**src/rtl/lqPkg.sv**
```systemverilog
package lqPkg;

  typedef struct packed {
    logic alloc;
    logic retire;
    logic trim;
  } lqStrobe_t;

  // a is older than b when (a - b) is negative in w-bit modular arithmetic
  function automatic logic seqOlder(input logic [31:0] a, input logic [31:0] b,
                                    input int unsigned w);
    logic [31:0] diff;
    diff = a - b;
    return diff[w-1];
  endfunction

endpackage

```
**src/rtl/lqCtrl.sv**
```systemverilog
module lqCtrl
  import lqPkg::*;
#(
  parameter int DEPTH = 8,
  localparam int IDX_W = $clog2(DEPTH)
) (
  input  logic             clk,
  input  logic             rstN,
  input  logic             dispValid,
  input  logic             commitValid,
  input  logic             rbValid,
  input  logic [IDX_W:0]   rbDrop,
  output lqStrobe_t        strobe,
  output logic [IDX_W-1:0] headIdx,
  output logic [IDX_W-1:0] tailIdx,
  output logic [DEPTH-1:0] liveMask,
  output logic             full
);
  localparam logic [IDX_W:0] CNT_FULL = (IDX_W+1)'(DEPTH);

  logic [IDX_W-1:0] head;
  logic [IDX_W:0]   count;
  logic [IDX_W:0]   avail;
  logic [IDX_W:0]   drop;

  always_comb begin
    strobe.retire = commitValid && (count != '0);
    avail         = count - (IDX_W+1)'(strobe.retire);
    drop          = '0;
    if (rbValid) drop = (rbDrop > avail) ? avail : rbDrop;
    strobe.trim   = drop != '0;
    strobe.alloc  = dispValid && !rbValid && (count != CNT_FULL);
  end

  always_ff @(posedge clk) begin
    if (!rstN) begin
      head  <= '0;
      count <= '0;
    end else begin
      head  <= head + IDX_W'(strobe.retire);
      count <= avail - drop + (IDX_W+1)'(strobe.alloc);
    end
  end

  assign headIdx = head;
  assign tailIdx = head + count[IDX_W-1:0];
  assign full    = count == CNT_FULL;

  for (genvar i = 0; i < DEPTH; i++) begin : gLive
    assign liveMask[i] = {1'b0, IDX_W'(i) - head} < count;
  end

endmodule

```
**src/rtl/lqData.sv**
```systemverilog
module lqData
  import lqPkg::*;
#(
  parameter int DEPTH  = 8,
  parameter int ADDR_W = 16,
  parameter int SEQ_W  = 6,
  parameter int PC_W   = 16,
  localparam int IDX_W = $clog2(DEPTH)
) (
  input  logic              clk,
  input  logic              rstN,
  input  lqStrobe_t         strobe,
  input  logic [IDX_W-1:0]  headIdx,
  input  logic [IDX_W-1:0]  tailIdx,
  input  logic [DEPTH-1:0]  liveMask,
  input  logic [SEQ_W-1:0]  dispStoreTag,
  input  logic [PC_W-1:0]   dispPc,
  input  logic              exeValid,
  input  logic [IDX_W-1:0]  exeIdx,
  input  logic [ADDR_W-1:0] exeAddr,
  input  logic              exeFwd,
  input  logic [SEQ_W-1:0]  exeFwdTag,
  input  logic              stValid,
  input  logic [SEQ_W-1:0]  stTag,
  input  logic [ADDR_W-1:0] stAddr,
  output logic              flushValid,
  output logic [IDX_W-1:0]  flushIdx,
  output logic [PC_W-1:0]   flushPc
);
  logic [DEPTH-1:0]  executed;
  logic [ADDR_W-1:0] addrArr   [DEPTH];
  logic [SEQ_W-1:0]  nextStArr [DEPTH];
  logic [SEQ_W-1:0]  fwdTagArr [DEPTH];
  logic [DEPTH-1:0]  fwdArr;
  logic [PC_W-1:0]   pcArr     [DEPTH];
  logic [DEPTH-1:0]  hit;
  logic              found;
  logic [IDX_W-1:0]  sel;
  logic [IDX_W-1:0]  pos;

  wire exeTake = exeValid && liveMask[exeIdx];

  always_ff @(posedge clk) begin
    if (!rstN) begin
      executed <= '0;
    end else begin
      if (exeTake) executed[exeIdx] <= 1'b1;
      if (strobe.alloc) executed[tailIdx] <= 1'b0;
    end
  end

  always_ff @(posedge clk) begin
    if (strobe.alloc) begin
      nextStArr[tailIdx] <= dispStoreTag;
      pcArr[tailIdx]     <= dispPc;
    end
    if (exeTake) begin
      addrArr[exeIdx]   <= exeAddr;
      fwdArr[exeIdx]    <= exeFwd;
      fwdTagArr[exeIdx] <= exeFwdTag;
    end
  end

  // per-entry match: younger executed load, same address, not served by a
  // store at least as young as the searcher
  for (genvar i = 0; i < DEPTH; i++) begin : gHit
    assign hit[i] = stValid && liveMask[i] && executed[i] &&
                    (addrArr[i] == stAddr) &&
                    seqOlder(32'(stTag), 32'(nextStArr[i]), SEQ_W) &&
                    !(fwdArr[i] && !seqOlder(32'(fwdTagArr[i]), 32'(stTag), SEQ_W));
  end

  // oldest-first pick: walk from youngest position to head, last hit wins
  always_comb begin
    found = 1'b0;
    sel   = '0;
    pos   = '0;
    for (int k = DEPTH - 1; k >= 0; k--) begin
      pos = headIdx + IDX_W'(k);
      if (hit[pos]) begin
        found = 1'b1;
        sel   = pos;
      end
    end
  end

  always_ff @(posedge clk) begin
    if (!rstN) begin
      flushValid <= 1'b0;
      flushIdx   <= '0;
      flushPc    <= '0;
    end else begin
      flushValid <= found;
      flushIdx   <= sel;
      flushPc    <= pcArr[sel];
    end
  end

endmodule

```
**src/rtl/lqPredictor.sv**
```systemverilog
module lqPredictor #(
  parameter int PC_W      = 16,
  parameter int PRED_BITS = 4,
  localparam int SETS     = 1 << PRED_BITS
) (
  input  logic            clk,
  input  logic            rstN,
  input  logic            trainValid,
  input  logic [PC_W-1:0] trainPc,
  input  logic [PC_W-1:0] lookupPc,
  output logic            waitFlag
);
  logic [SETS-1:0] slotValid;

  always_ff @(posedge clk) begin
    if (!rstN) slotValid <= '0;
    else if (trainValid) slotValid[trainPc[PRED_BITS-1:0]] <= 1'b1;
  end

  assign waitFlag = slotValid[lookupPc[PRED_BITS-1:0]];

endmodule

```
**src/rtl/loadViolationQueue.sv**
```systemverilog
module loadViolationQueue
  import lqPkg::*;
#(
  parameter int DEPTH     = 8,
  parameter int ADDR_W    = 16,
  parameter int SEQ_W     = 6,
  parameter int PC_W      = 16,
  parameter int PRED_BITS = 4,
  localparam int IDX_W    = $clog2(DEPTH)
) (
  input  logic              clk,
  input  logic              rstN,
  input  logic              dispValid,
  input  logic [PC_W-1:0]   dispPc,
  input  logic [SEQ_W-1:0]  dispStoreTag,
  output logic [IDX_W-1:0]  dispIdx,
  output logic              dispWait,
  output logic              lqFull,
  input  logic              exeValid,
  input  logic [IDX_W-1:0]  exeIdx,
  input  logic [ADDR_W-1:0] exeAddr,
  input  logic              exeFwd,
  input  logic [SEQ_W-1:0]  exeFwdTag,
  input  logic              stValid,
  input  logic [SEQ_W-1:0]  stTag,
  input  logic [ADDR_W-1:0] stAddr,
  input  logic              commitValid,
  input  logic              rbValid,
  input  logic [IDX_W:0]    rbDrop,
  output logic              flushValid,
  output logic [IDX_W-1:0]  flushIdx,
  output logic [PC_W-1:0]   flushPc
);
  lqStrobe_t        strobe;
  logic [IDX_W-1:0] headIdx;
  logic [DEPTH-1:0] liveMask;

  lqCtrl #(.DEPTH(DEPTH)) uCtrl (
    .clk(clk), .rstN(rstN), .dispValid(dispValid), .commitValid(commitValid),
    .rbValid(rbValid), .rbDrop(rbDrop), .strobe(strobe), .headIdx(headIdx),
    .tailIdx(dispIdx), .liveMask(liveMask), .full(lqFull)
  );

  lqData #(.DEPTH(DEPTH), .ADDR_W(ADDR_W), .SEQ_W(SEQ_W), .PC_W(PC_W)) uData (
    .clk(clk), .rstN(rstN), .strobe(strobe), .headIdx(headIdx), .tailIdx(dispIdx),
    .liveMask(liveMask), .dispStoreTag(dispStoreTag), .dispPc(dispPc),
    .exeValid(exeValid), .exeIdx(exeIdx), .exeAddr(exeAddr), .exeFwd(exeFwd),
    .exeFwdTag(exeFwdTag), .stValid(stValid), .stTag(stTag), .stAddr(stAddr),
    .flushValid(flushValid), .flushIdx(flushIdx), .flushPc(flushPc)
  );

  lqPredictor #(.PC_W(PC_W), .PRED_BITS(PRED_BITS)) uPred (
    .clk(clk), .rstN(rstN), .trainValid(flushValid), .trainPc(flushPc),
    .lookupPc(dispPc), .waitFlag(dispWait)
  );

endmodule

```
**config.mk**
```make
export PLATFORM = sky130hd
export DESIGN_NAME = loadViolationQueue
export DESIGN_NICKNAME = d
export VERILOG_FILES = /design/src/rtl/lqPkg.sv /design/src/rtl/lqCtrl.sv /design/src/rtl/lqData.sv /design/src/rtl/lqPredictor.sv /design/src/rtl/loadViolationQueue.sv
export SDC_FILE = /design/constraint.sdc
export NUM_CORES = 1
export LEC_CHECK = 0
export ABC_AREA = 1
export CORE_MARGIN = 10
export CORE_UTILIZATION = 53
export CTS_BUF_LIST = sky130_fd_sc_hd__clkbuf_4
export CTS_CLUSTER_SIZE = 14
export DETAILED_ROUTE_END_ITERATION = 7
export GPL_TIMING_DRIVEN = 0
export PLACE_DENSITY = 0.73
export SYNTH_ARGS = -nofsm -noshare
export SYNTH_HDL_FRONTEND = slang
export SYNTH_SLANG_ARGS = --single-unit
```
**constraint.sdc**
```tcl
create_clock -name clk -period 5.7 [get_ports clk]
set_input_delay 1.14 -clock clk [delete_from_list [all_inputs] [get_ports clk]]
set_output_delay 1.14 -clock clk [all_outputs]
set_load 0.1 [all_outputs]
```
* After elaboration in Yosys (flattened, before gate mapping)
Memories as Yosys holds them, arrays and structs flattened. A register that Yosys moved wholly into a read port is not among the register bits.
Index checks and enable logic that the tools add are counted.
Widths: inputs -> output; s select.
** Word-level totals
- Flip-flop bits (word level) :: 43
- Latch bits :: 0
- RAM bits :: 352
- Memory bits (read-only) :: 0
- Input bits :: 81
- Output and inout bits :: 25
- Word-level logic and storage cells :: 211
- Memories :: 4
** Memories
- uData.addrArr :: words 8, bits a word 16, read ports 8, clocked after memory_dff 0, write ports 1, RTL line lqData.sv:31 : logic [ADDR_W-1:0] addrArr [DEPTH];
- uData.pcArr :: words 8, bits a word 16, read ports 1, clocked after memory_dff 1, write ports 1, RTL line lqData.sv:35 : logic [PC_W-1:0] pcArr [DEPTH];
- uData.fwdTagArr :: words 8, bits a word 6, read ports 8, clocked after memory_dff 0, write ports 1, RTL line lqData.sv:33 : logic [SEQ_W-1:0] fwdTagArr [DEPTH];
- uData.nextStArr :: words 8, bits a word 6, read ports 8, clocked after memory_dff 0, write ports 1, RTL line lqData.sv:32 : logic [SEQ_W-1:0] nextStArr [DEPTH];
** Operators by class
- Add/subtract/negate cells :: 36
- Multipliers :: 0
- Div/mod/pow operators :: 0
- Magnitude comparators :: 24
- Equal/unequal tests :: 10
- Shift-type cells :: 0
- Multiplexer cells :: 52
- Bitwise gates (word level) :: 4
- Reduce and logical (&&, ||, !) cells :: 74
** Operators with widths (number)
- $eq 16x16->1 :: 8
- $sub 6x6->6 :: 16
- $logic_and 1x1->1 :: 55
- $lt 3x4->1 const B :: 10
- $lt 3x4->1 :: 8
- $bmux 1 s3 :: 9
- $mux 1 :: 25
- $mux 3 :: 8
- $mux 8 :: 3
- $logic_not 1->1 :: 18
- $or 16x16->16 :: 1
- $add 3x3->3 const B :: 4
- $sub 3x3->3 const A :: 4
- $lt 4x5->1 const B :: 2
- $and 8x8->8 :: 1
- $bwmux 8 :: 1
- $mux 4 :: 2
- $not 8->8 :: 1
- $or 8x8->8 :: 1
- $add 3x2->3 const B :: 2
- $demux 1 s3 :: 2
- $ge 3x1->1 const B :: 2
- $sub 1x3->3 const A :: 2
- $sub 2x3->3 const A :: 2
- 13 further kinds :: 13

* Depth between registers and ports, before layout
Gate-level depths: netlist of run 1.
- Depth in word-level cells :: 17
- Gate-level depth with buffers :: 34
- Depth with buffers taken out :: 32

* By module
A second synthesis of run 1 with hierarchy kept.
** Second synthesis, totals
- Cells, all modules :: 2072
- Area total of the unflattened synthesis :: 20364.5 sq um
** By module, submodules not included
- lqData :: times used 1, cells an instance 1802, area each 18502.7 sq um, seq. area each 11370.9 sq um
- lqCtrl :: times used 1, cells an instance 155, area each 1098.6 sq um, seq. area each 140.1 sq um
- lqPredictor :: times used 1, cells an instance 115, area each 763.2 sq um, seq. area each 320.3 sq um

* Least setup slack after synthesis of run 1
Ideal clock, no wire load.
- Path type :: input-to-output
- From :: input dispPc[0]
- To :: output dispWait
- Data arrival time :: 4001 ps
- Required time :: 4560 ps
- Slack :: 559 ps
- Stages :: 7
- Buffers on the path :: 1
- Path through :: clkbuf_1 inv_1 a21oi_1 o21ai_0 a21oi_1 a21oi_1 o21ai_0
** Between the ends
- Cells in the longest elaborated chain, start to end :: 2
** Ends and longest elaborated chain
- start: declaration :: RTL line loadViolationQueue.sv:14 : input logic [PC_W-1:0] dispPc,
- $bmux 1 s4 :: RTL line lqPredictor.sv:20 : assign waitFlag = slotValid[lookupPc[PRED_BITS-1:0]];
- $mux 1 (implied by the code) :: RTL line lqPredictor.sv:20
- end: declaration :: RTL line loadViolationQueue.sv:17 : output logic dispWait,
Every way passes these cells. The select of a mux whose other input is x is not followed.

* Worst setup path after layout of run 1
Same ends and word-level chain as after synthesis.

==> flow_summary.toml, run 1 <==
[run_status]
status = "complete, no violations"

[synthesis]
ys.warnings.count = 0
netlist_instances = 2095
synth_cell_type_count = 39
syn-num-nets = 2271
seq_area_frac_synth_pct = 59.0
avgSynthCellArea_um2 = 9.58
synthArstFlopShare_pct = 0
synth_ff_type = "edfxtp_1"
synth-seq-cells = 411
syn_area_um2 = 20100
synth_edf_count = 360

[clock_network]
root_buffer = "clkbuf_4"
clk_latency_ns = 0.83
cts.sinks = 411
cts_made_buffers = 104
cts_setup_buffers = 0
cts_max_path_buffers = 3
cts_tree = "done"
cts.repair.resized = 0
h-tree-depth = 3
path_clk_slew_ns = 0.07
cts_hold_buf = 0

[drt]
final_antenna_net_count = 0
initialDrtViolationCount = 1300
dr.pass1.iters = 5
post_drt_wl_per_cell_um = 18.1
viasPerCell = 5.30
drcViolationCount = 0
wl_um = 52700
vias = 15447

[floorplan]
die_h_um = 215
rows = 71
start_util_pct = 53.5
io_pins = 106
die_area_um2 = 46000
core_area_um2 = 37500
die_x_um = 215

[worst_setup_path]
critPathMaxStageDelay_ns = 1.16
path_delay_family = "buffers and inverters"
crit_path_top_delay_cell = "clkdlybuf4s50_1"
arrival_ns = 4.35
path_class = "primary input to primary output"
crit_path_end_kind = "primary output"
required_ns = 4.56
path_common_cell = "a21oi_1"
rr_worst_depth = 30
crit_fanout = 10
crit_buf_inv = 4
path_cells = "clkdlybuf4s50_1 > clkbuf_1 > inv_1 > a21oi_1 > o21ai_0 > a21oi_1 > a21oi_1 > o21ai_0 > clkdlybuf4s50_1"
cp.depth = 9
cp-start-kind = "primary input"

[timing]
finalCritPeriodShare_pct = 96.3
max_freq_ghz = 0.182
grt_setup_unrepaired = "false"
timing.final.crit_period_ns = 5.49
setup_viol = 0
tightest_slew_ns = 0.994
maxSlewHeadroom_pct = 33.5
hold_violations = 0
finalWorstSetupSlack_ns = 0.212
final_max_slew_viol_count = 0
skew_ns = 0.0706

[global_route]
grt_use_met3_pct = 4.58
antenna_found_initial = 3
grt.overflow.total = 0
grt_util_met1_pct = 28.1
grt_pass1_wl_um = 82000
grt_pass1_vias = 15522
grtUsageTotal_pct = 22.6
grt_max_degree = 24
grt_busiest_layer = "met2"
met2_usage_pct = 37.3

[pwr]
leakagePower_nw = 10.3
p_total_mw = 11.5
ir_drop_uv = 379
power_density_nw_per_um2 = 492

[place]
placed_cell_area_um2 = 22000
preCtsSetupSlack_ns = 0.203
place_inst = 2723
port_buffers = 89
place_congestion = 0.908
place_hpwl_um = 37600

[layout]
final_common_cell = "nand2_1"
final_cell_area_um2 = 23400
drive_gt1_share_pct = 12.9
finalNonFillerCells = 2916
n_fill_cell = 3023
syn2layout_area_growth_pct = 16.5
layout_common_cells = "nand2_1, edfxtp_1, inv_1"
final_nets = 2494

[job]
cap_violations = 0

[worst_hold_path]
hp-class = "register to register"
whs_path_depth = 2
==> Yosys cell counts (3+ instances only) <==
master    instances  area (um2)
nand2_2           8        50.1
nand4_1          28         175
nor3_1           15        75.1
xor2_1           16         140
inv_1           256         961
a21oi_1          71         355
fa_1              3        60.1
nor4_1            5        31.3
nor2_1          164         616
o22ai_1           8        50.1
xnor2_1          35         307
nand3_1         153         766
buf_4            17         128
ha_1             92        1150
inv_2            24        90.1
o21bai_1          6        45.0
a31oi_1           5        31.3
dfxtp_1          51        1020
edfxtp_1        360       10800
o211ai_1          4        30.0
buf_8             4        60.1
or2_2             8        50.1
clkbuf_1          5        18.8
o21ai_1           7        35.0
nand3b_1          8        60.1
buf_6             6        67.6
o21ai_0          39         195
nand2_1         661        2480
buf_2            23         115
==> worst register-to-register path, delay by kind of cell, from the launching register on <==
| kind | cells | cell delay, ns |
|---|---|---|
| buf+inv | 5 | 1.22 |
| simple gates | 22 | 2.35 |
| compound gates | 1 | 0.08 |
| fa+ha+maj | 2 | 0.85 |
| flops | 1 | 0.42 |
==> where the power goes <==
part | total, mW | leakage, nW | internal (mW) | switching [mW]
Combinational | 5.26 | 5.80 | 1.61 | 3.64
Sequential | 3.66 | 3.67 | 3.56 | 0.0983
Clock | 2.60 | 0.837 | 1.43 | 1.17
Total | 11.5 | 10.3 | 6.60 | 4.92
==> through the flow <==
| step | utilization [%] | TNS [ns] | hold WS, ns |
|---|---|---|---|
| 2_1_floorplan | - | 0 | 0.427 |
| 3_3_place_gp | 57.6 | -227.81 | 0.436 |
| 3_5_place_dp | 58.6 | 0 | 0.448 |
| 4_1_cts | 62.3 | 0 | 0.459 |
| 5_1_grt | 62.4 | 0 | 0.492 |
| 6_report | 62.4 | 0 | 0.455 |
==> per-layer routing <==
| metal | vias to the layer above | wire (um) |
|---|---|---|
| met2 | 705 | 25100 |
| met1 | 7192 | 21200 |
| met3 | 135 | 4600 |
| met5 | - | 0 |
| li1 | 7415 | - |
| met4 | 0 | 1790 |
==> sequential cells by signal, summed over array words and instances, names as in the netlist <==
name / count
uCtrl.count: 4
uCtrl.headIdx: 3
uData.addrArr: 128
uData.executed: 8
uData.flushIdx: 3
uData.flushPc: 16
uData.flushValid: 1
uData.fwdArr: 8
uData.fwdTagArr: 48
uData.nextStArr: 48
uData.pcArr: 128
uPred.slotValid: 16
==> final cells by class <==
class | instances | area, um2 | share of cell area [%]
Sequential cell | 411 | 11800 | 50.6
Inverter | 282 | 1060 | 4.53
Clock buffer | 163 | 1220 | 5.23
Tap cell | 511 | 639 | 2.73
Timing Repair Buffer | 117 | 1170 | 4.99
Buffer | 58 | 404 | 1.73
Multi-Input combinational cell | 1344 | 6860 | 29.4
Antenna cell | 5 | 12.5 | 0.0535
Clock inverter | 25 | 181 | 0.776
==> worst paths after layout <==
path	startpoint	to	slack [ns]
max	dispPc[0]	dispWait	0.21
min	uPred.slotValid[0]$_SDFFE_PN0P_	uPred.slotValid[0]$_SDFFE_PN0P_	0.46
max reg2reg	uCtrl.headIdx[1]$_SDFF_PN0_	uData.flushPc[14]$_SDFF_PN0_	0.71
min reg2reg	uPred.slotValid[0]$_SDFFE_PN0P_	uPred.slotValid[0]$_SDFFE_PN0P_	0.46
==> kinds of logic (layout without fill, tap and decap cells) <==
family                   after synthesis  after routing  share of synthesized area (%)
adder cells (fa/ha/maj)               95             95                           6.04
flip-flops                           411            411                           59.0
XOR/XNOR                              51             51                           2.23
AO/OA/AOI/OAI                        145            145                           3.92
AND/OR/NAND/NOR                     1053           1053                           21.6
buffers and inverters                340            645                           7.29
other                                  0              5                              0
No activity file was read; power rests on OpenSTA's default activity.
==> run 2, diff against run 1 <==
- SYNTH_HIERARCHICAL: unset -> 1
==> flow_summary.toml, run 2 <==
[floorplan]
rows = 71
io_pins = 106
die_h_um = 216
core_area_um2 = 37800
die_area_um2 = 46600
start_util_pct = 53.9
die_x_um = 216

[place]
place_hpwl_um = 33900
port_buffers = 89
place_congestion = 0.867
placed_cell_area_um2 = 22200

[timing]
skew_ns = 0.0788
hold_violations = 0
max_freq_ghz = 0.201
setup_viol = 0
finalCritPeriodShare_pct = 87.1
grt_setup_unrepaired = "false"
final_max_slew_viol_count = 0
tightest_slew_ns = 1.15
maxSlewHeadroom_pct = 22.7
timing.final.crit_period_ns = 4.97

[worst_setup_path]
rr_worst_depth = 32
required_ns = 4.56
cp-start-kind = "primary input"
critPathMaxStageDelay_ns = 1.13
path_common_cell = "nand3_1"
crit_path_top_delay_cell = "clkdlybuf4s50_1"
arrival_ns = 3.83
crit_path_end_kind = "primary output"
path_cells = "clkdlybuf4s50_1 > buf_2 > inv_2 > nand2_1 > nand3_1 > nand3_1 > nand3_1 > nand2_1 > clkdlybuf4s50_1"
path_class = "primary input to primary output"
crit_fanout = 10

[drt]
post_drt_wl_per_cell_um = 17.0
drcViolationCount = 0
vias = 15066
final_antenna_net_count = 0
wl_um = 48900
dr.pass1.iters = 5
initialDrtViolationCount = 1141
viasPerCell = 5.24

[clock_network]
cts_max_path_buffers = 3
cts_made_buffers = 104
cts.repair.resized = 0
cts_hold_buf = 0
cts_tree = "done"
h-tree-depth = 3
cts_setup_buffers = 0
path_clk_slew_ns = 0.06
clk_latency_ns = 0.84
cts.sinks = 411
root_buffer = "clkbuf_4"

[pwr]
pwr-share-comb_pct = 45.5
p_sw_share_pct = 42.7
p_sw_mw = 4.73
leakagePower_nw = 10.2
power_density_nw_per_um2 = 472
internal-power_mw = 6.34
p_total_mw = 11.1
ir_drop_uv = 334
clkPwrFrac_pct = 21.5
seqPwrFrac_pct = 33.0

[run_status]
status = "complete, no violations"

[global_route]
antenna_found_initial = 3
grt_pass1_wl_um = 77100
grt_pass1_vias = 14995
grt_max_degree = 25
grt.overflow.total = 0
grtUsageTotal_pct = 20.8

[layout]
final_nets = 2456
utilization_pct = 62.1
layout_common_cells = "nand2_1, edfxtp_1, inv_1"
drive_gt1_share_pct = 13.0
reg_top3 = "uData/addrArr (128), uData/pcArr (128)"
syn2layout_area_growth_pct = 15.2
final_common_cell = "nand2_1"
final_cell_area_um2 = 23400

[job]
cap_violations = 0

[synthesis]
ys.warnings.count = 6
syn-num-nets = 2245
syn_area_um2 = 20400
avgSynthCellArea_um2 = 9.83
netlist_instances = 2070

[worst_hold_path]
whs_path_depth = 2
hp-class = "register to register"
==> run 2: cell count changes in the layout (fill, tap and decap cells not counted), sizes merged, moves of 14 or more <==
cell | before | now
nand2 | 669 | 596
o21ai | 47 | 31
nand3b | 8 | 48
xnor2 | 35 | 50
inv | 281 | 339
buf | 80 | 66
a21oi | 71 | 46
clkbuf | 169 | 152
clkinv | 22 | 38
nand3 | 155 | 178
nor2 | 164 | 123
xor2 | 16 | 38
==> run 2: worst max-delay path, delay by kind of cell <==
kind / cells / cell delay (ns)
buffers and inverters: 4 / 2.26
AND/OR/NAND/NOR: 5 / 0.41
==> run 2: final timing paths <==
| path | startpoint | to | slack [ns] |
|---|---|---|---|
| setup / recovery | dispPc[0] | dispWait | 0.73 |
| hold / removal | uPred/slotValid[6]$_SDFFE_PN0P_ | uPred/slotValid[6]$_SDFFE_PN0P_ | 0.45 |
| setup reg to reg | uCtrl/headIdx[0]$_SDFF_PN0_ | uData/flushPc[3]$_SDFF_PN0_ | 1.16 |
| hold reg to reg | uPred/slotValid[6]$_SDFFE_PN0P_ | uPred/slotValid[6]$_SDFFE_PN0P_ | 0.45 |
==> run 2: area by class of cell <==
class                           instances  area [um2]
Multi-Input combinational cell       1268        6950
Clock inverter                         40         174
Fill cell                            3019       14300
Clock buffer                          148        1110
Inverter                              337        1260
Tap cell                              511         639
Timing Repair Buffer                  105        1080
Buffer                                 54         392
Antenna cell                            3        7.51
Sequential cell                       411       11800
==> run 2: per-stage QoR <==
step	setup slack [ns]	hold slack (ns)	TNS, ns	instances
floorplan	1.01	0.431	0	2070
global placement	-1.82	0.439	-103.56	2670
detailed placement	0.468	0.448	0	2686
CTS	0.740	0.457	0	2874
global route	0.585	0.476	0	2877
finish	0.733	0.453	0	2877
==> run 2: power by group through the flow <==
stage	combinational [mW]	clock, mW	sequential [mW]
after detailed placement	4.97	0	3.72
after global placement	4.81	0	3.72
after global routing	5.53	2.61	3.68
after CTS	5.00	2.45	3.65
final	5.03	2.39	3.65
after floorplan	3.18	0	4.08
==> run 2: routing by layer <==
metal / track usage (%) / vias to the layer above / part of all wire, %
met5: 0 / - / 0
met4: 8.76 / 0 / 2.6
met3: 4.06 / 99 / 7.4
met2: 35.5 / 607 / 49
met1: 25.5 / 7115 / 41
li1: - / 7245 / -
